`config.mk`:
```
export PLATFORM = sky130hd
export DESIGN_NAME = spi_byte_master
export DESIGN_NICKNAME = d
export VERILOG_FILES = /design/src/rtl/spi_byte_master.sv
export SDC_FILE = /design/constraint.sdc
export NUM_CORES = 1
export LEC_CHECK = 0
export CAP_MARGIN = 30
export CORE_UTILIZATION = 40
export DETAILED_ROUTE_END_ITERATION = 8
export GPL_ROUTABILITY_DRIVEN = 0
export PLACE_DENSITY_LB_ADDON = 0.08
export REMOVE_ABC_BUFFERS = 1
export SYNTH_ARGS = -nofsm -noshare
export SYNTH_HDL_FRONTEND = slang
export SYNTH_SLANG_ARGS = --single-unit
```
`constraint.sdc`:
```
create_clock -name clk_i -period 2.9 [get_ports clk_i]
set_input_delay 0.435 -clock clk_i [delete_from_list [all_inputs] [get_ports clk_i]]
set_output_delay 0.435 -clock clk_i [all_outputs]
set_load 0.005 [all_outputs]
```
`src/rtl/spi_byte_master.sv`:
```
`timescale 1ns/1ps
module spi_byte_master #(
  parameter int ADDR_W = 4,
  parameter int DIV_W  = 8
) (
  input  logic              clk_i,
  input  logic              rst_i,
  input  logic              wb_cyc_i,
  input  logic              wb_stb_i,
  input  logic              wb_we_i,
  input  logic [ADDR_W-1:0] wb_adr_i,
  input  logic [31:0]       wb_dat_i,
  output logic [31:0]       wb_dat_o,
  output logic              wb_ack_o,
  output logic              spi_sck_o,
  output logic              spi_sdo_o,
  input  logic              spi_sdi_i,
  output logic              spi_cs_o,
  output logic              irq_o
);
  localparam int NBITS     = 8;
  localparam int LAST_EDGE = 2 * NBITS;
  localparam int ECW       = $clog2(LAST_EDGE + 1);

  logic [DIV_W-1:0] cfg_div, hcnt;
  logic             cfg_lsb, cfg_inv, cfg_mode, cfg_stream, cfg_en;
  logic             busy, cs_active, sck_q, sdo_q, irq_q, ack_q;
  logic [ECW-1:0]   ecnt;
  logic [3:0]       nbit;
  logic [7:0]       tx_q, rx_sh, rx_q;
  logic [31:0]      dat_q;

  function automatic logic pick(input logic [7:0] d, input logic [2:0] i, input logic lsb);
    pick = lsb ? d[i] : d[3'd7 - i];
  endfunction

  logic [1:0] word;
  logic       acc, wr_cfg, wr_dat, start, abort_x, tick, finish, cfg_upd;
  logic [2:0] rxpos;

  assign word    = wb_adr_i[3:2];
  assign acc     = wb_cyc_i & wb_stb_i & ~ack_q;
  assign wr_cfg  = acc & wb_we_i & (word == 2'd0);
  assign wr_dat  = acc & wb_we_i & (word == 2'd1);
  assign start   = wr_dat & cfg_en & ~busy;
  assign abort_x = wr_cfg & busy & ~wb_dat_i[13];
  assign cfg_upd = wr_cfg & (~busy | ~wb_dat_i[13]);
  assign tick    = busy & (hcnt == '0);
  assign finish  = tick & (ecnt == ECW'(LAST_EDGE));
  assign rxpos   = cfg_lsb ? nbit[2:0] : 3'd7 - nbit[2:0];

  logic [31:0] rd_mux;
  always_comb begin
    case (word)
      2'd0:    rd_mux = {16'd0, busy, 1'b0, cfg_en, cfg_stream, cfg_mode, 1'b0,
                         cfg_inv, cfg_lsb, 8'(cfg_div)};
      2'd1:    rd_mux = {24'd0, rx_q};
      default: rd_mux = '0;
    endcase
  end

  always_ff @(posedge clk_i) begin
    if (rst_i) begin
      cfg_div <= '0; cfg_lsb <= 1'b0; cfg_inv <= 1'b0; cfg_mode <= 1'b0;
      cfg_stream <= 1'b0; cfg_en <= 1'b0;
      busy <= 1'b0; cs_active <= 1'b0; sck_q <= 1'b0; sdo_q <= 1'b0;
      irq_q <= 1'b0; ack_q <= 1'b0; dat_q <= '0;
      hcnt <= '0; ecnt <= '0; nbit <= '0;
      tx_q <= '0; rx_sh <= '0; rx_q <= '0;
    end else begin
      ack_q <= acc;
      irq_q <= 1'b0;
      if (acc) dat_q <= wb_we_i ? 32'd0 : rd_mux;

      if (cfg_upd) begin
        cfg_div    <= wb_dat_i[DIV_W-1:0];
        cfg_lsb    <= wb_dat_i[8];
        cfg_inv    <= wb_dat_i[9];
        cfg_mode   <= wb_dat_i[11];
        cfg_stream <= wb_dat_i[12];
        cfg_en     <= wb_dat_i[13];
      end

      if (start) begin
        busy  <= 1'b1;
        hcnt  <= cfg_div;
        ecnt  <= '0;
        nbit  <= '0;
        tx_q  <= wb_dat_i[7:0];
        rx_sh <= '0;
        sdo_q <= pick(wb_dat_i[7:0], 3'd0, cfg_lsb);
      end else if (abort_x) begin
        busy  <= 1'b0;
        sck_q <= 1'b0;
      end else if (busy) begin
        if (!tick) begin
          hcnt <= hcnt - 1'b1;
        end else begin
          hcnt <= cfg_div;
          if (finish) begin
            busy  <= 1'b0;
            irq_q <= 1'b1;
            rx_q  <= rx_sh;
          end else begin
            ecnt  <= ecnt + 1'b1;
            sck_q <= ~sck_q;
            if (!sck_q) begin
              if (!cfg_mode) rx_sh[rxpos] <= spi_sdi_i;
              else           sdo_q <= pick(tx_q, nbit[2:0], cfg_lsb);
            end else begin
              nbit <= nbit + 1'b1;
              if (!cfg_mode) begin
                if (nbit != 4'd7) sdo_q <= pick(tx_q, nbit[2:0] + 3'd1, cfg_lsb);
              end else begin
                rx_sh[rxpos] <= spi_sdi_i;
              end
            end
          end
        end
      end

      if (start)                        cs_active <= 1'b1;
      else if (abort_x)                 cs_active <= 1'b0;
      else if (finish)                  cs_active <= cfg_stream;
      else if (!busy && !cfg_stream)    cs_active <= 1'b0;
    end
  end

  assign wb_dat_o  = dat_q;
  assign wb_ack_o  = ack_q;
  assign spi_sck_o = sck_q;
  assign spi_sdo_o = sdo_q;
  assign spi_cs_o  = cfg_inv ? cs_active : ~cs_active;
  assign irq_o     = irq_q;

  AST_ACK_PULSE:    assert property (@(posedge clk_i) disable iff (rst_i) ack_q |=> !ack_q);
  AST_IRQ_PULSE:    assert property (@(posedge clk_i) disable iff (rst_i) irq_q |=> !irq_q);
  AST_IRQ_AT_END:   assert property (@(posedge clk_i) disable iff (rst_i) irq_q |-> (!busy && $past(busy)));
  AST_SCK_REST_LOW: assert property (@(posedge clk_i) disable iff (rst_i) !busy |-> !sck_q);
  AST_CS_HELD:      assert property (@(posedge clk_i) disable iff (rst_i) busy |-> cs_active);
  AST_SDO_HOLD_M0:  assert property (@(posedge clk_i) disable iff (rst_i)
                      (busy && !cfg_mode && $rose(sck_q)) |-> $stable(sdo_q));
  AST_SDO_HOLD_M1:  assert property (@(posedge clk_i) disable iff (rst_i)
                      (busy && cfg_mode && $fell(sck_q)) |-> $stable(sdo_q));
  AST_CFG_FROZEN:   assert property (@(posedge clk_i) disable iff (rst_i)
                      (busy && $past(busy)) |-> ($stable(cfg_div) && $stable(cfg_mode) && $stable(cfg_lsb)));
endmodule

```
# After elaboration in Yosys (flattened, before gate mapping)
# Cells that the tools add are included.
classes:
  muxes: 48
  n_eq_ne: 9
  n_addsub: 6
  bitwise: 22
  n_reduce_logical: 22
  magnitude_cmp: 6
ops:
  columns: ["operator", "n"]
  rows:
  - ["$mux 8", 7]
  - ["$mux 1", 32]
  - ["$mux 32", 1]
  - ["$pmux 16 s2", 1]
  - ["$lt 3x4->1 const B", 5]
  - ["$and 1x1->1", 12]
  - ["$bmux 1 s3", 4]
  - ["$reduce_and 5->1", 2]
  - ["$not 1->1", 9]
  - ["$bwmux 8", 1]
  - ["$logic_not 8->1", 1]
  - ["$ne 2x2->1 const B", 4]
  - ["$reduce_and 4->1", 2]
  - ["$reduce_bool 2->1", 4]
  - ["$sub 8x1->8 const B", 1]
  - ["$reduce_and 7->1", 1]
  - ["$reduce_and 6->1", 1]
  - ["$reduce_bool 3->1", 2]
  - ["$sub 3x3->3 const A", 2]
  - ["$add 5x1->5 const B", 1]
  - ["$eq 5x5->1 const B", 1]
  - ["$reduce_or 5->1", 1]
  - ["$add 4x1->4 const B", 1]
  - ["$ne 4x3->1 const B", 1]
  - ["other kinds (14)", 16]
totals:
  register_bits: 92
  out_inout_bits: 37
  word_cells: 132
  input_bits: 42

# Depth between registers and ports, before layout
# Gate-level depths: netlist of run 1.
depth:
  ltp_word: 13
  ltp_mapped: 9

# Worst setup path before layout of run 1
# Ideal clock, no wire load.
synth_timing:
  path_type: "reg2reg"
  startpoint: "register ecnt[0]"
  endpoint: "register rx_sh[0]"
  path_stages_with_launch: 9
  period_less_slack_ps: 2040
  required_ps: 2772
  slack_ps: 860
  t_arrival_ps: 1912
  n_path_buf: 1
  path_cell_list: "dfxtp_1 > inv_1 > ha_1 > and4bb_1 > a21oi_2 > or4b_4 > buf_6 > o211ai_2 > o31ai_2"
synth_between:
  elab_chain_len: 4
synth_rtl:
  columns: ["item", "line_no", "rtl"]
  rows:
  - ["start: declaration", "28", "logic [ECW-1:0] ecnt;"]
  - ["start signal: assignment", "105", "ecnt <= ecnt + 1'b1;"]
  - ["$eq 5x5->1", "49", "assign finish = tick & (ecnt == ECW'(LAST_EDGE));"]
  - ["$and 1x1->1", "49", null]
  - ["$not 1->1 (no source line)", null, null]
  - ["$reduce_and 6->1 (no source line)", null, null]
  - ["end signal: indexed assignment", "108", "if (!cfg_mode) rx_sh[rxpos] <= spi_sdi_i;"]
  - ["end signal: indexed assignment", "115", "rx_sh[rxpos] <= spi_sdi_i;"]
  - ["end: declaration", "30", "logic [7:0] tx_q, rx_sh, rx_q;"]
# No other way between the ends.
# A chain may end at the register's enable or synchronous reset.

# Final worst setup path of run 1
layout_timing:
  startpoint: "register hcnt[0]"
  endpoint: "register rx_sh[0]"
layout_between:
  elab_chain_len: 5
layout_rtl:
  columns: ["item", "line_no", "rtl"]
  rows:
  - ["start: declaration", "25", "logic [DIV_W-1:0] cfg_div, hcnt;"]
  - ["start signal: assignment", "86", "hcnt <= cfg_div;"]
  - ["start signal: assignment", "97", "hcnt <= hcnt - 1'b1;"]
  - ["start signal: assignment", "99", "hcnt <= cfg_div;"]
  - ["$logic_not 8->1 *", "48", "assign tick = busy & (hcnt == '0);"]
  - ["$and 1x1->1 *", "48", null]
  - ["$and 1x1->1", "49", null]
  - ["$not 1->1 (no source line)", null, null]
  - ["$reduce_and 6->1 (no source line) *", null, null]
# Mark *: on every way between the ends. The rest lies on a longest branch, timed or not.

==> results of run 1 <==
-- tightest hold or removal path, stage by stage (launching register included) --
cell and delay (ps):
sky130_fd_sc_hd__dfxtp_1 330, sky130_fd_sc_hd__nand2_1 60, sky130_fd_sc_hd__a21oi_1 50
-- flip-flops by register name (all words and copies together) (netlist names) --
signal      cells
busy            1
cfg_div         8
cfg_en          1
cfg_inv         1
cfg_lsb         1
cfg_mode        1
cfg_stream      1
cs_active       1
ecnt            5
hcnt            8
irq_o           1
nbit            4
rx_q            8
rx_sh           8
spi_sck_o       1
spi_sdo_o       1
tx_q            8
wb_ack_o        1
wb_dat_o       14
-- metal layers --
metal,vias to the layer above,track usage (%)
met5,-,0
met3,9,4.89
li1,1535,-
met4,0,4.71
met1,1529,26.9
met2,71,33.6
-- cells in the mapped netlist (3+ instances only) --
library cell / number
sky130_fd_sc_hd__o21ai_0: 12
sky130_fd_sc_hd__xnor2_1: 5
sky130_fd_sc_hd__buf_2: 7
sky130_fd_sc_hd__o211ai_1: 5
sky130_fd_sc_hd__dfxtp_1: 74
sky130_fd_sc_hd__xor2_1: 4
sky130_fd_sc_hd__nor2_1: 49
sky130_fd_sc_hd__nor3b_1: 3
sky130_fd_sc_hd__nand4_1: 8
sky130_fd_sc_hd__a222oi_1: 8
sky130_fd_sc_hd__a21oi_1: 23
sky130_fd_sc_hd__nand4b_1: 3
sky130_fd_sc_hd__o31ai_1: 6
sky130_fd_sc_hd__o211ai_2: 4
sky130_fd_sc_hd__mux4_2: 7
sky130_fd_sc_hd__and2_1: 4
sky130_fd_sc_hd__a22oi_1: 6
sky130_fd_sc_hd__nand3_1: 9
sky130_fd_sc_hd__nor2b_1: 5
sky130_fd_sc_hd__inv_1: 9
sky130_fd_sc_hd__buf_4: 19
sky130_fd_sc_hd__nor3_1: 11
sky130_fd_sc_hd__nor4_1: 3
sky130_fd_sc_hd__ha_1: 7
sky130_fd_sc_hd__nand2b_1: 3
sky130_fd_sc_hd__nand2_1: 27
sky130_fd_sc_hd__a21o_1: 3
sky130_fd_sc_hd__o31ai_2: 4
sky130_fd_sc_hd__clkbuf_1: 16
sky130_fd_sc_hd__mux2i_1: 28
-- report_power, final --
group	total, mW	leakage, nW	internal, mW	switching (mW)
Sequential	1.02	0.596	1.02	0.00364
Clock	0.849	0.104	0.415	0.434
Combinational	0.0971	0.978	0.0410	0.0560
-- cell families (layout without fill, tap and decap cells) --
family	after synthesis	count (layout)	share of synthesized area, %
and+or+nand+nor	142	142	20.0
buffers and inverters	52	83	7.52
DFF	74	74	39.4
AOI/OAI and AO/OA	84	84	16.4
xor gates and xnor gates	9	9	2.09
muxes	37	37	12.2
adders and majority gates	7	7	2.33
other	1	18	0.0997
-- final timing paths --
kind	endpoint	cells past startpoint	slack, ps
max	rx_sh[0]	7	660
min reg2reg	ecnt[1]	2	480
max reg2reg	rx_sh[0]	7	660
min	ecnt[1]	2	480
-- cell type report --
class	count	area share [%]
Timing Repair Buffer	58	11.8
Multi-Input combinational cell	297	46.4
Inverter	9	0.757
Clock buffer	9	2.78
Tap cell	111	3.11
Clock inverter	7	1.94
Sequential cell	74	33.2
==> impl_metrics.xml, run 1 <==
<?xml version="1.0" encoding="UTF-8"?>
<metrics>
  <group name="outcome">
    <metric name="run_status" unit="">finished clean</metric>
  </group>
  <group name="route">
    <metric name="detailroute.wirelength.met3" unit="µm">454</metric>
    <metric name="drt-initial-drc-count" unit="">162</metric>
    <metric name="vias" unit="">3144</metric>
    <metric name="detailedRoute.firstPassIterationCount" unit="">7</metric>
    <metric name="final_antenna_net_count" unit="">0</metric>
    <metric name="met2WireLength" unit="µm">4570</metric>
    <metric name="routed.top_layer" unit="">met4</metric>
    <metric name="routed_wl" unit="µm">9550</metric>
    <metric name="routedWlPerCell" unit="µm">16.9</metric>
    <metric name="post_drt_via_cell_ratio" unit="">5.56</metric>
    <metric name="drcViolationCount" unit="">0</metric>
    <metric name="drt-met1-wl" unit="µm">4440</metric>
  </group>
  <group name="setup_path">
    <metric name="cp.required" unit="ps">3130</metric>
    <metric name="critical_path.max_fanout" unit="">9</metric>
    <metric name="crit_path_dat" unit="ps">2470</metric>
    <metric name="slowest_delay" unit="ps">680</metric>
    <metric name="worst_path_max_delay_cell" unit="">sky130_fd_sc_hd__or4b_4</metric>
    <metric name="setup.worst_path.class" unit="">flop to flop</metric>
    <metric name="cp-start-kind" unit="">flop</metric>
    <metric name="critical_path_buf_inv_count" unit="">1</metric>
    <metric name="crit_path_cell_trace" unit="">inv_1 -&gt; ha_1 -&gt; nor4b_4 -&gt; nand3_4 -&gt; or4b_4 -&gt; o211ai_2 -&gt; o31ai_2</metric>
    <metric name="timing.rr.start" unit="">hcnt[0]</metric>
    <metric name="worst_path_dominant_cell_family" unit="">simple AND/OR/NAND/NOR gates</metric>
    <metric name="critical_path.endpoint_type" unit="">flop</metric>
    <metric name="worst_setup_path_startpoint" unit="">hcnt[0]</metric>
  </group>
  <group name="place">
    <metric name="placement.setup.worst_slack" unit="ps">370</metric>
    <metric name="buffer_ports.inserted" unit="">39</metric>
    <metric name="dp_cells" unit="">549</metric>
    <metric name="postPlaceCellArea" unit="µm²">4250</metric>
    <metric name="hpwl_dp" unit="µm">6930</metric>
  </group>
  <group name="die">
    <metric name="die_height" unit="µm">99.0</metric>
    <metric name="core-area" unit="µm²">9200</metric>
    <metric name="floorplan.initialDensity" unit="%">40.9</metric>
    <metric name="io-pin-count" unit="">79</metric>
    <metric name="fp.dieArea" unit="µm²">9800</metric>
    <metric name="num_rows" unit="">35</metric>
    <metric name="fp.dieW" unit="µm">99.0</metric>
  </group>
  <group name="global_routing">
    <metric name="initial_antenna_violation_count" unit="">0</metric>
    <metric name="largest_net_degree_at_the_start_of_global_routing" unit="">26</metric>
    <metric name="vias_in_the_first_global_route" unit="">2988</metric>
    <metric name="grt_pass1_wl" unit="µm">15500</metric>
    <metric name="globalRouteTotalUtil" unit="%">20.3</metric>
    <metric name="global_route.overflow_total" unit="">0</metric>
  </group>
  <group name="clocking">
    <metric name="worst_skew_pair.late_latency" unit="ps">350</metric>
    <metric name="cts_inserted_buffers" unit="">9</metric>
    <metric name="post_cts_resized" unit="">0</metric>
    <metric name="clock_tree.buffer_depth" unit="">2</metric>
    <metric name="ctsHtreeMaxLevel" unit="">3</metric>
    <metric name="cts.reportedPaths.clkPinSlew" unit="ps">90</metric>
    <metric name="post_cts_hold_buffer_count" unit="">0</metric>
    <metric name="post_cts.repair.setup_buffers" unit="">0</metric>
    <metric name="clk_root_buffer_cell" unit="">sky130_fd_sc_hd__clkbuf_8</metric>
    <metric name="cts_tree" unit="">built</metric>
    <metric name="cts_sinks" unit="">74</metric>
  </group>
  <group name="timing">
    <metric name="max-slew-margin-rel" unit="%">51.3</metric>
    <metric name="finalCriticalPeriod" unit="ps">2240</metric>
    <metric name="hold_viol_final" unit="">0</metric>
    <metric name="finClkSkew" unit="ps">10.8</metric>
    <metric name="postLayoutSetupSlackWorst" unit="ps">658</metric>
    <metric name="final-max-slew-violation-count" unit="">0</metric>
    <metric name="setup_viol_count_final" unit="">0</metric>
    <metric name="worst_hold_slack_after_final_layout" unit="ps">478</metric>
    <metric name="fin_tns_setup" unit="ps">0</metric>
    <metric name="finalCritPeriodShare" unit="%">77.3</metric>
    <metric name="achievable-frequency" unit="GHz">0.446</metric>
    <metric name="grt_setup_unrepaired" unit="">no</metric>
    <metric name="worstMarginPinSlew" unit="ps">731</metric>
  </group>
  <group name="yosys">
    <metric name="yosys_most_used_dff" unit="">sky130_fd_sc_hd__dfxtp_1</metric>
    <metric name="yosys_register_bits" unit="">74</metric>
    <metric name="number_of_flops_mapped_to_enable_cells_by_yosys" unit="">0</metric>
    <metric name="synth_top_cell_by_area" unit="">sky130_fd_sc_hd__dfxtp_1</metric>
    <metric name="distinct_cells_synth" unit="">58</metric>
    <metric name="syn_area" unit="µm²">3760</metric>
    <metric name="synth.top_cell.area_share" unit="%">39.4</metric>
    <metric name="yosys_warnings" unit="">0</metric>
    <metric name="synth-seq-area-share" unit="%">39.4</metric>
    <metric name="async_flop_share" unit="%">0</metric>
    <metric name="synth_area_leaders" unit="">sky130_fd_sc_hd__dfxtp_1 39%, sky130_fd_sc_hd__mux2i_1 7.4%, sky130_fd_sc_hd__nor2_1 4.9%, sky130_fd_sc_hd__mux4_2 4.2%, sky130_fd_sc_hd__buf_4 3.8%</metric>
    <metric name="synthCells" unit="">406</metric>
    <metric name="synthesis.area_per_instance" unit="µm²">9.27</metric>
  </group>
  <group name="cells_and_area">
    <metric name="final_cell_area" unit="µm²">4460</metric>
    <metric name="finalCoreUtilization" unit="%">48.5</metric>
    <metric name="flow.area_growth_from_synthesis" unit="%">18.6</metric>
    <metric name="layout_commonest_cell" unit="">sky130_fd_sc_hd__dfxtp_1</metric>
    <metric name="instances_no_fill" unit="">565</metric>
    <metric name="final.fill_count" unit="">909</metric>
    <metric name="sequential_standard_cell_area" unit="µm²">1480</metric>
    <metric name="diodes_inserted" unit="">0</metric>
    <metric name="fraction_of_final_layout_cells_with_drive_strength_greater_than_1" unit="%">13.4</metric>
    <metric name="multiInputGateArea" unit="µm²">2070</metric>
    <metric name="final_cell_mix" unit="">74 x sky130_fd_sc_hd__dfxtp_1, 49 x sky130_fd_sc_hd__nor2_1, 38 x sky130_fd_sc_hd__clkdlybuf4s50_1</metric>
    <metric name="fin_nets" unit="">498</metric>
  </group>
  <group name="run">
    <metric name="drv_cap" unit="">0</metric>
  </group>
  <group name="power_and_ir_drop">
    <metric name="post-layout-total-power" unit="mW">1.97</metric>
    <metric name="leakagePower" unit="nW">1.68</metric>
    <metric name="vdd.ir_drop.worst" unit="V">0.000379</metric>
    <metric name="powerDensity" unit="nW/µm²">441</metric>
  </group>
  <group name="hold_path">
    <metric name="hold_path_class" unit="">flop to flop</metric>
    <metric name="timing.hold.worst.start" unit="">ecnt[1]</metric>
  </group>
</metrics>
(Power assumes the default switching activity.)
==> run 2, diff against run 1 <==
clock period = 1.9 ns   (was 2.9 ns; I/O delays follow)
==> impl_metrics.xml, run 2 (synthesis gave the netlist of run 1 again) <==
<?xml version="1.0" encoding="UTF-8"?>
<metrics>
  <group name="timing">
    <metric name="postLayoutSetupSlackWorst" unit="ps">-101</metric>
    <metric name="finalCriticalPeriod" unit="ps">2000</metric>
    <metric name="max-slew-margin-rel" unit="%">57.5</metric>
    <metric name="worstMarginPinSlew" unit="ps">637</metric>
    <metric name="final-max-slew-violation-count" unit="">0</metric>
    <metric name="finalCritPeriodShare" unit="%">105</metric>
    <metric name="achievable-frequency" unit="GHz">0.500</metric>
    <metric name="setup_viol_count_final" unit="">6</metric>
    <metric name="grt_setup_unrepaired" unit="">yes</metric>
    <metric name="hold_viol_final" unit="">0</metric>
    <metric name="finClkSkew" unit="ps">13.3</metric>
  </group>
  <group name="setup_path">
    <metric name="critical_path.max_fanout" unit="">8</metric>
    <metric name="cpMostUsedCell" unit="">sky130_fd_sc_hd__buf_4</metric>
    <metric name="r2r_setup_slack" unit="ps">-100</metric>
    <metric name="slowest_delay" unit="ps">620</metric>
    <metric name="crit_path_cell_trace" unit="">inv_2 -&gt; ha_4 -&gt; nor4b_4 -&gt; buf_4 -&gt; nand3_4 -&gt; or4b_4 -&gt; buf_4 -&gt; o31ai_2</metric>
    <metric name="setup.worst_path.class" unit="">flop to flop</metric>
    <metric name="timing.rr.start" unit="">hcnt[0]</metric>
    <metric name="cp.required" unit="ps">2170</metric>
    <metric name="critical_path.reg2reg.endpoint" unit="">rx_sh[3]</metric>
    <metric name="worst_path_dominant_cell_family" unit="">simple AND/OR/NAND/NOR gates</metric>
    <metric name="worst_path_max_delay_cell" unit="">sky130_fd_sc_hd__or4b_4</metric>
    <metric name="path_depth" unit="">8</metric>
    <metric name="worstRegToRegCells" unit="">8</metric>
    <metric name="crit_path_dat" unit="ps">2270</metric>
    <metric name="critical_path_buf_inv_count" unit="">3</metric>
    <metric name="critical_path.endpoint_type" unit="">flop</metric>
    <metric name="cp-start-kind" unit="">flop</metric>
    <metric name="worst_setup_path_startpoint" unit="">hcnt[0]</metric>
  </group>
  <group name="route">
    <metric name="post_drt_via_cell_ratio" unit="">5.41</metric>
    <metric name="routed_wl" unit="µm">10100</metric>
    <metric name="final_antenna_net_count" unit="">0</metric>
    <metric name="vias" unit="">3330</metric>
    <metric name="drt-initial-drc-count" unit="">155</metric>
    <metric name="routedWlPerCell" unit="µm">16.4</metric>
    <metric name="detailedRoute.firstPassIterationCount" unit="">5</metric>
    <metric name="drcViolationCount" unit="">0</metric>
  </group>
  <group name="die">
    <metric name="floorplan.initialDensity" unit="%">40.9</metric>
    <metric name="num_rows" unit="">35</metric>
    <metric name="fp.dieArea" unit="µm²">9800</metric>
    <metric name="core-area" unit="µm²">9200</metric>
    <metric name="io-pin-count" unit="">79</metric>
    <metric name="die_height" unit="µm">99.0</metric>
    <metric name="fp.dieW" unit="µm">99.0</metric>
  </group>
  <group name="run">
    <metric name="drv_cap" unit="">0</metric>
  </group>
  <group name="clocking">
    <metric name="cts_tree" unit="">built</metric>
    <metric name="cts_sinks" unit="">74</metric>
    <metric name="cts_inserted_buffers" unit="">9</metric>
    <metric name="ctsHtreeMaxLevel" unit="">3</metric>
    <metric name="clock_tree.buffer_depth" unit="">2</metric>
    <metric name="worst_skew_pair.late_latency" unit="ps">360</metric>
    <metric name="clk_root_buffer_cell" unit="">sky130_fd_sc_hd__clkbuf_8</metric>
    <metric name="cts.reportedPaths.clkPinSlew" unit="ps">90</metric>
  </group>
  <group name="cells_and_area">
    <metric name="fraction_of_final_layout_cells_with_drive_strength_greater_than_1" unit="%">25.6</metric>
    <metric name="diodes_inserted" unit="">0</metric>
    <metric name="layout_commonest_cell" unit="">sky130_fd_sc_hd__dfxtp_1</metric>
    <metric name="final_cell_mix" unit="">71 x sky130_fd_sc_hd__dfxtp_1, 64 x sky130_fd_sc_hd__buf_4, 47 x sky130_fd_sc_hd__nor2_1</metric>
    <metric name="flow.area_growth_from_synthesis" unit="%">30.3</metric>
    <metric name="instances_no_fill" unit="">615</metric>
    <metric name="finalCoreUtilization" unit="%">53.3</metric>
    <metric name="fin_nets" unit="">548</metric>
    <metric name="largest_register_ffs" unit="">14</metric>
  </group>
  <group name="global_routing">
    <metric name="largest_net_degree_at_the_start_of_global_routing" unit="">24</metric>
    <metric name="global_route.overflow_total" unit="">0</metric>
    <metric name="grt_pass1_wl" unit="µm">16100</metric>
    <metric name="initial_antenna_violation_count" unit="">0</metric>
    <metric name="vias_in_the_first_global_route" unit="">3124</metric>
    <metric name="globalRouteTotalUtil" unit="%">21.5</metric>
  </group>
  <group name="outcome">
    <metric name="violated_checks" unit="">negative setup slack</metric>
    <metric name="run_status" unit="">finished with violations</metric>
  </group>
  <group name="hold_path">
    <metric name="timing.hold.worst.start" unit="">rst_i</metric>
    <metric name="timing.hold.worst_endpoint" unit="">tx_q[7]</metric>
    <metric name="hold_path_class" unit="">input port to flop</metric>
    <metric name="cells_on_worst_hold_path" unit="">3</metric>
  </group>
  <group name="power_and_ir_drop">
    <metric name="post-layout-total-power" unit="mW">2.92</metric>
    <metric name="leakagePower" unit="nW">1.93</metric>
    <metric name="vdd.ir_drop.worst" unit="V">0.000402</metric>
    <metric name="powerDensity" unit="nW/µm²">597</metric>
  </group>
  <group name="place">
    <metric name="buffer_ports.inserted" unit="">39</metric>
    <metric name="dp_cells" unit="">589</metric>
    <metric name="hpwl_dp" unit="µm">7530</metric>
  </group>
</metrics>
-- run 2: worst register-to-register path: stages, from the launching register on --
cell	delay (ps)
sky130_fd_sc_hd__dfxtp_2	330
sky130_fd_sc_hd__inv_2	70
sky130_fd_sc_hd__ha_4	120
sky130_fd_sc_hd__nor4b_4	190
sky130_fd_sc_hd__buf_4	190
sky130_fd_sc_hd__nand3_4	70
sky130_fd_sc_hd__or4b_4	620
sky130_fd_sc_hd__buf_4	180
sky130_fd_sc_hd__o31ai_2	160
-- run 2: final cells by class --
| class | instances | area, µm² |
|---|---|---|
| multi-input combinational | 297 | 2140 |
| timing repair buffer | 108 | 918 |
| clock buffer | 9 | 124 |
| tap | 111 | 139 |
| inverter | 9 | 33.8 |
| sequential | 74 | 1490 |
| fill | 878 | 4300 |
| clock inverter | 7 | 65.1 |
-- run 2: worst max path at each step --
| stage | slack (ps) | to |
|---|---|---|
| CTS | -90 | rx_sh[3] |
| finish | -100 | rx_sh[3] |
| detailed placement | -460 | hcnt[3] |
| global route | -170 | rx_sh[3] |
| global placement | -470 | wb_dat_o[6] |
| floorplan | -610 | rx_q[0] |
-- run 2: metal layers --
layer	part of all wire (%)	wire (µm)	vias up	global-route usage [%]
met2	50	5040	68	36.7
met3	3.5	349	6	3.40
met1	46	4580	1616	27.9
met5	0	0	-	0
met4	0.83	83	0	6.20
li1	-	-	1640	-
-- run 2: power breakdown --
part | internal (mW) | switching (mW)
Clock | 0.511 | 0.686
Combinational | 0.0770 | 0.0915
Sequential | 1.55 | 0.00545
Total | 2.14 | 0.783
-- run 2: what timing repair did --
item | CTS | global route
setup buffers | 3 | 6
cloned | 1 | 0
setup endpoints to repair | 18 | 23
resized for setup | 15 | 13
pin swaps | 1 | 11
hold buffers | 0 | 0
-- run 2: through the flow --
stage               hold WS (ps)  setup TNS [ps]  cell area, µm²  worst slack [ps]
finish                       361            -351            4900              -101
global route                 362           -1770            4900              -173
CTS                          341            -518            4810             -87.6
detailed placement           485          -12160            4550              -456
global placement             475          -13530            4540              -470
floorplan                    354          -12720            3580              -609
==> run 3, diff against run 2 <==
ABC_AREA = 1   (was unset)
==> impl_metrics.xml, run 3 <==
<?xml version="1.0" encoding="UTF-8"?>
<metrics>
  <group name="power_and_ir_drop">
    <metric name="vdd.ir_drop.worst" unit="V">0.000461</metric>
    <metric name="leakagePower" unit="nW">1.77</metric>
    <metric name="powerDensity" unit="nW/µm²">673</metric>
    <metric name="intPower" unit="mW">2.33</metric>
    <metric name="power.clock.fraction" unit="%">42.4</metric>
    <metric name="combinationalPowerShare" unit="%">6.5</metric>
    <metric name="power.share.switching" unit="%">24.2</metric>
    <metric name="net-switching-power" unit="mW">0.743</metric>
    <metric name="seq_power_share" unit="%">51.2</metric>
  </group>
  <group name="setup_path">
    <metric name="cp.required" unit="ps">2170</metric>
    <metric name="cpMostUsedCell" unit="">sky130_fd_sc_hd__nor2_4</metric>
    <metric name="worstRegToRegCells" unit="">11</metric>
    <metric name="crit_path_cell_trace" unit="">inv_1 -&gt; ha_1 -&gt; nand3_1 -&gt; nor2_4 -&gt; inv_2 -&gt; nor2_4 -&gt; nand2_4 -&gt; inv_6 -&gt; nand2_2 -&gt; or2_0 -&gt; a21oi_1</metric>
    <metric name="timing.rr.start" unit="">hcnt[1]</metric>
    <metric name="worst_setup_path_startpoint" unit="">hcnt[1]</metric>
    <metric name="cp-start-kind" unit="">flop</metric>
    <metric name="crit_path_dat" unit="ps">1980</metric>
    <metric name="r2r_setup_slack" unit="ps">190</metric>
    <metric name="crit_path_end" unit="">ecnt[3]</metric>
    <metric name="slowest_delay" unit="ps">310</metric>
    <metric name="critical_path.endpoint_type" unit="">flop</metric>
    <metric name="setup.worst_path.class" unit="">flop to flop</metric>
    <metric name="critical_path.reg2reg.endpoint" unit="">ecnt[3]</metric>
    <metric name="worst_path_max_delay_cell" unit="">sky130_fd_sc_hd__dfxtp_1</metric>
    <metric name="critical_path.max_fanout" unit="">19</metric>
  </group>
  <group name="yosys">
    <metric name="yosys_warnings" unit="">0</metric>
    <metric name="yosys.area_share.xor_xnor" unit="%">2.12</metric>
    <metric name="yosys_register_bits" unit="">74</metric>
    <metric name="synth-seq-area-share" unit="%">39.8</metric>
    <metric name="async_flop_share" unit="%">0</metric>
    <metric name="synthesis.area_per_instance" unit="µm²">7.24</metric>
    <metric name="synth.top_cell.area_share" unit="%">39.8</metric>
    <metric name="post_synth_and_or_nand_nor_area_fraction" unit="%">28.8</metric>
    <metric name="synth_adder_area_share" unit="%">2.35</metric>
    <metric name="synth.area.mux_share" unit="%">0</metric>
    <metric name="synthMostInstantiatedCell" unit="">sky130_fd_sc_hd__nand2_1</metric>
    <metric name="number_of_flops_mapped_to_enable_cells_by_yosys" unit="">0</metric>
    <metric name="synth_compound_area_share" unit="%">15.8</metric>
    <metric name="main_combinational_cell_family_by_area_after_synthesis" unit="">simple AND/OR/NAND/NOR gates</metric>
    <metric name="yosys_most_used_dff" unit="">sky130_fd_sc_hd__dfxtp_1</metric>
    <metric name="syn_area" unit="µm²">3720</metric>
    <metric name="synth_top_cell_by_area" unit="">sky130_fd_sc_hd__dfxtp_1</metric>
    <metric name="synth_area_leaders" unit="">sky130_fd_sc_hd__dfxtp_1 40%, sky130_fd_sc_hd__nand2_1 8.6%, sky130_fd_sc_hd__nand3_1 6.5%, sky130_fd_sc_hd__nor2_1 6.4%, sky130_fd_sc_hd__o21ai_0 5.9%</metric>
    <metric name="synth.top_cells.by_count" unit="">85 x sky130_fd_sc_hd__nand2_1, 74 x sky130_fd_sc_hd__dfxtp_1, 63 x sky130_fd_sc_hd__nor2_1</metric>
    <metric name="distinct_cells_synth" unit="">35</metric>
    <metric name="synthCells" unit="">514</metric>
  </group>
  <group name="cells_and_area">
    <metric name="layout_commonest_cell" unit="">sky130_fd_sc_hd__nand2_1</metric>
    <metric name="fin_nets" unit="">623</metric>
    <metric name="fraction_of_final_layout_cells_with_drive_strength_greater_than_1" unit="%">11.9</metric>
    <metric name="diodes_inserted" unit="">0</metric>
    <metric name="flow.area_growth_from_synthesis" unit="%">22.8</metric>
    <metric name="largest_register_ffs" unit="">14</metric>
    <metric name="final_cell_mix" unit="">85 x sky130_fd_sc_hd__nand2_1, 74 x sky130_fd_sc_hd__dfxtp_1, 63 x sky130_fd_sc_hd__nor2_1</metric>
    <metric name="final.fill_count" unit="">883</metric>
    <metric name="instances_no_fill" unit="">687</metric>
  </group>
  <group name="die">
    <metric name="core-area" unit="µm²">8850</metric>
    <metric name="fp.dieArea" unit="µm²">9700</metric>
    <metric name="num_rows" unit="">34</metric>
    <metric name="io-pin-count" unit="">79</metric>
    <metric name="floorplan.initialDensity" unit="%">42.1</metric>
    <metric name="fp.dieW" unit="µm">98.5</metric>
    <metric name="die_height" unit="µm">98.5</metric>
  </group>
  <group name="timing">
    <metric name="grt_setup_unrepaired" unit="">no</metric>
    <metric name="postLayoutSetupSlackWorst" unit="ps">189</metric>
    <metric name="final-max-slew-violation-count" unit="">0</metric>
    <metric name="finalCriticalPeriod" unit="ps">1710</metric>
    <metric name="finClkSkew" unit="ps">12.2</metric>
    <metric name="hold_viol_final" unit="">0</metric>
    <metric name="achievable-frequency" unit="GHz">0.585</metric>
    <metric name="setup_viol_count_final" unit="">0</metric>
    <metric name="finalCritPeriodShare" unit="%">90.0</metric>
  </group>
  <group name="clocking">
    <metric name="post_cts_hold_buffer_count" unit="">0</metric>
    <metric name="clock_tree.buffer_depth" unit="">2</metric>
    <metric name="cts_tree" unit="">built</metric>
    <metric name="cts.reportedPaths.clkPinSlew" unit="ps">80</metric>
    <metric name="ctsHtreeMaxLevel" unit="">3</metric>
    <metric name="cts_sinks" unit="">74</metric>
    <metric name="worst_skew_pair.late_latency" unit="ps">350</metric>
    <metric name="cts_inserted_buffers" unit="">9</metric>
    <metric name="clk_root_buffer_cell" unit="">sky130_fd_sc_hd__clkbuf_8</metric>
  </group>
  <group name="run">
    <metric name="drv_cap" unit="">0</metric>
  </group>
  <group name="place">
    <metric name="placement.setup.worst_slack" unit="ps">-67.9</metric>
    <metric name="dp_cells" unit="">671</metric>
    <metric name="hpwl_dp" unit="µm">6780</metric>
    <metric name="buffer_ports.inserted" unit="">39</metric>
  </group>
  <group name="route">
    <metric name="drcViolationCount" unit="">3</metric>
    <metric name="drt-initial-drc-count" unit="">164</metric>
    <metric name="final_antenna_net_count" unit="">0</metric>
    <metric name="vias" unit="">3435</metric>
    <metric name="routed_wl" unit="µm">9140</metric>
    <metric name="post_drt_via_cell_ratio" unit="">5.00</metric>
    <metric name="detailedRoute.firstPassIterationCount" unit="">9</metric>
    <metric name="routedWlPerCell" unit="µm">13.3</metric>
  </group>
  <group name="global_routing">
    <metric name="global_route.overflow_total" unit="">0</metric>
    <metric name="globalRouteTotalUtil" unit="%">20.1</metric>
    <metric name="largest_net_degree_at_the_start_of_global_routing" unit="">25</metric>
    <metric name="initial_antenna_violation_count" unit="">0</metric>
    <metric name="grt_pass1_wl" unit="µm">15200</metric>
    <metric name="vias_in_the_first_global_route" unit="">3134</metric>
  </group>
  <group name="outcome">
    <metric name="violated_checks" unit="">design-rule violations</metric>
    <metric name="run_status" unit="">finished with violations</metric>
  </group>
  <group name="hold_path">
    <metric name="hold_path_class" unit="">flop to flop</metric>
  </group>
</metrics>
==> run 3: routing by layer <==
| metal | track usage [%] | vias to the layer above | part of all wire (%) |
|---|---|---|---|
| li1 | - | 1793 | - |
| met1 | 27.1 | 1554 | 49 |
| met2 | 32.4 | 81 | 46 |
| met3 | 4.11 | 7 | 4.3 |
| met4 | 5.74 | 0 | 0.76 |
| met5 | 0 | - | 0 |
==> run 3: stage by stage <==
stage          setup TNS [ps]  hold slack, ps  power, mW  instance area (µm²)  utilization, %
2_1_floorplan            -502             354       1.68                 3560               -
3_3_place_gp             -189             451       1.81                 4350            49.2
3_5_place_dp             -697             453       1.81                 4350            49.2
4_1_cts                     0             467       3.10                 4560            51.6
5_1_grt                     0             477       3.21                 4570            51.6
6_report                    0             463       3.07                 4570            51.6
==> run 3: how the worst min path moves through the flow <==
stage,slack [ps],from,endpoint,cells past startpoint
floorplan,350,rst_i,busy,1
global placement,450,nbit[3],nbit[3],2
detailed placement,450,rx_sh[6],rx_sh[6],2
CTS,470,rx_sh[6],rx_sh[6],2
global route,480,rx_sh[4],rx_sh[4],2
finish,460,rx_sh[6],rx_sh[6],2
==> run 3: final cells by class <==
class	instances	area [µm²]	area share (%)
Inverter	48	185	4.05
Tap cell	108	135	2.96
Sequential cell	74	1480	32.4
Clock buffer	11	151	3.31
Timing Repair Buffer	70	648	14.2
Clock inverter	5	62.6	1.37
Multi-Input combinational cell	371	1910	41.7
==> run 3: cell families after synthesis <==
| kind of cell | after synthesis |
|---|---|
| simple gates | 229 |
| compound gates | 108 |
| buf+inv | 86 |
| flops | 74 |
| xor+xnor | 9 |
| fa+ha+maj | 7 |
| other cells | 1 |
==> run 3: power groups by stage <==
stage               clock, mW  combinational, mW  sequential [mW]
finish                   1.30              0.198             1.57
global route             1.42              0.219             1.57
CTS                      1.33              0.198             1.57
detailed placement          0              0.197             1.61
global placement            0              0.196             1.61
floorplan                   0             0.0805             1.60
==> run 3: timing repair <==
item	in CTS	in global routing
endpoints found under the setup margin	0	9
resized for setup	0	1
buffers inserted	0	0
==> run 3: worst max-delay path, delay by kind of cell, from the launching register on <==
family                     cells  cell delay [ps]
buffers and inverters          3              300
adders and majority gates      1              160
DFF                            1              310
AOI/OAI and AO/OA              1              120
and+or+nand+nor                6              730
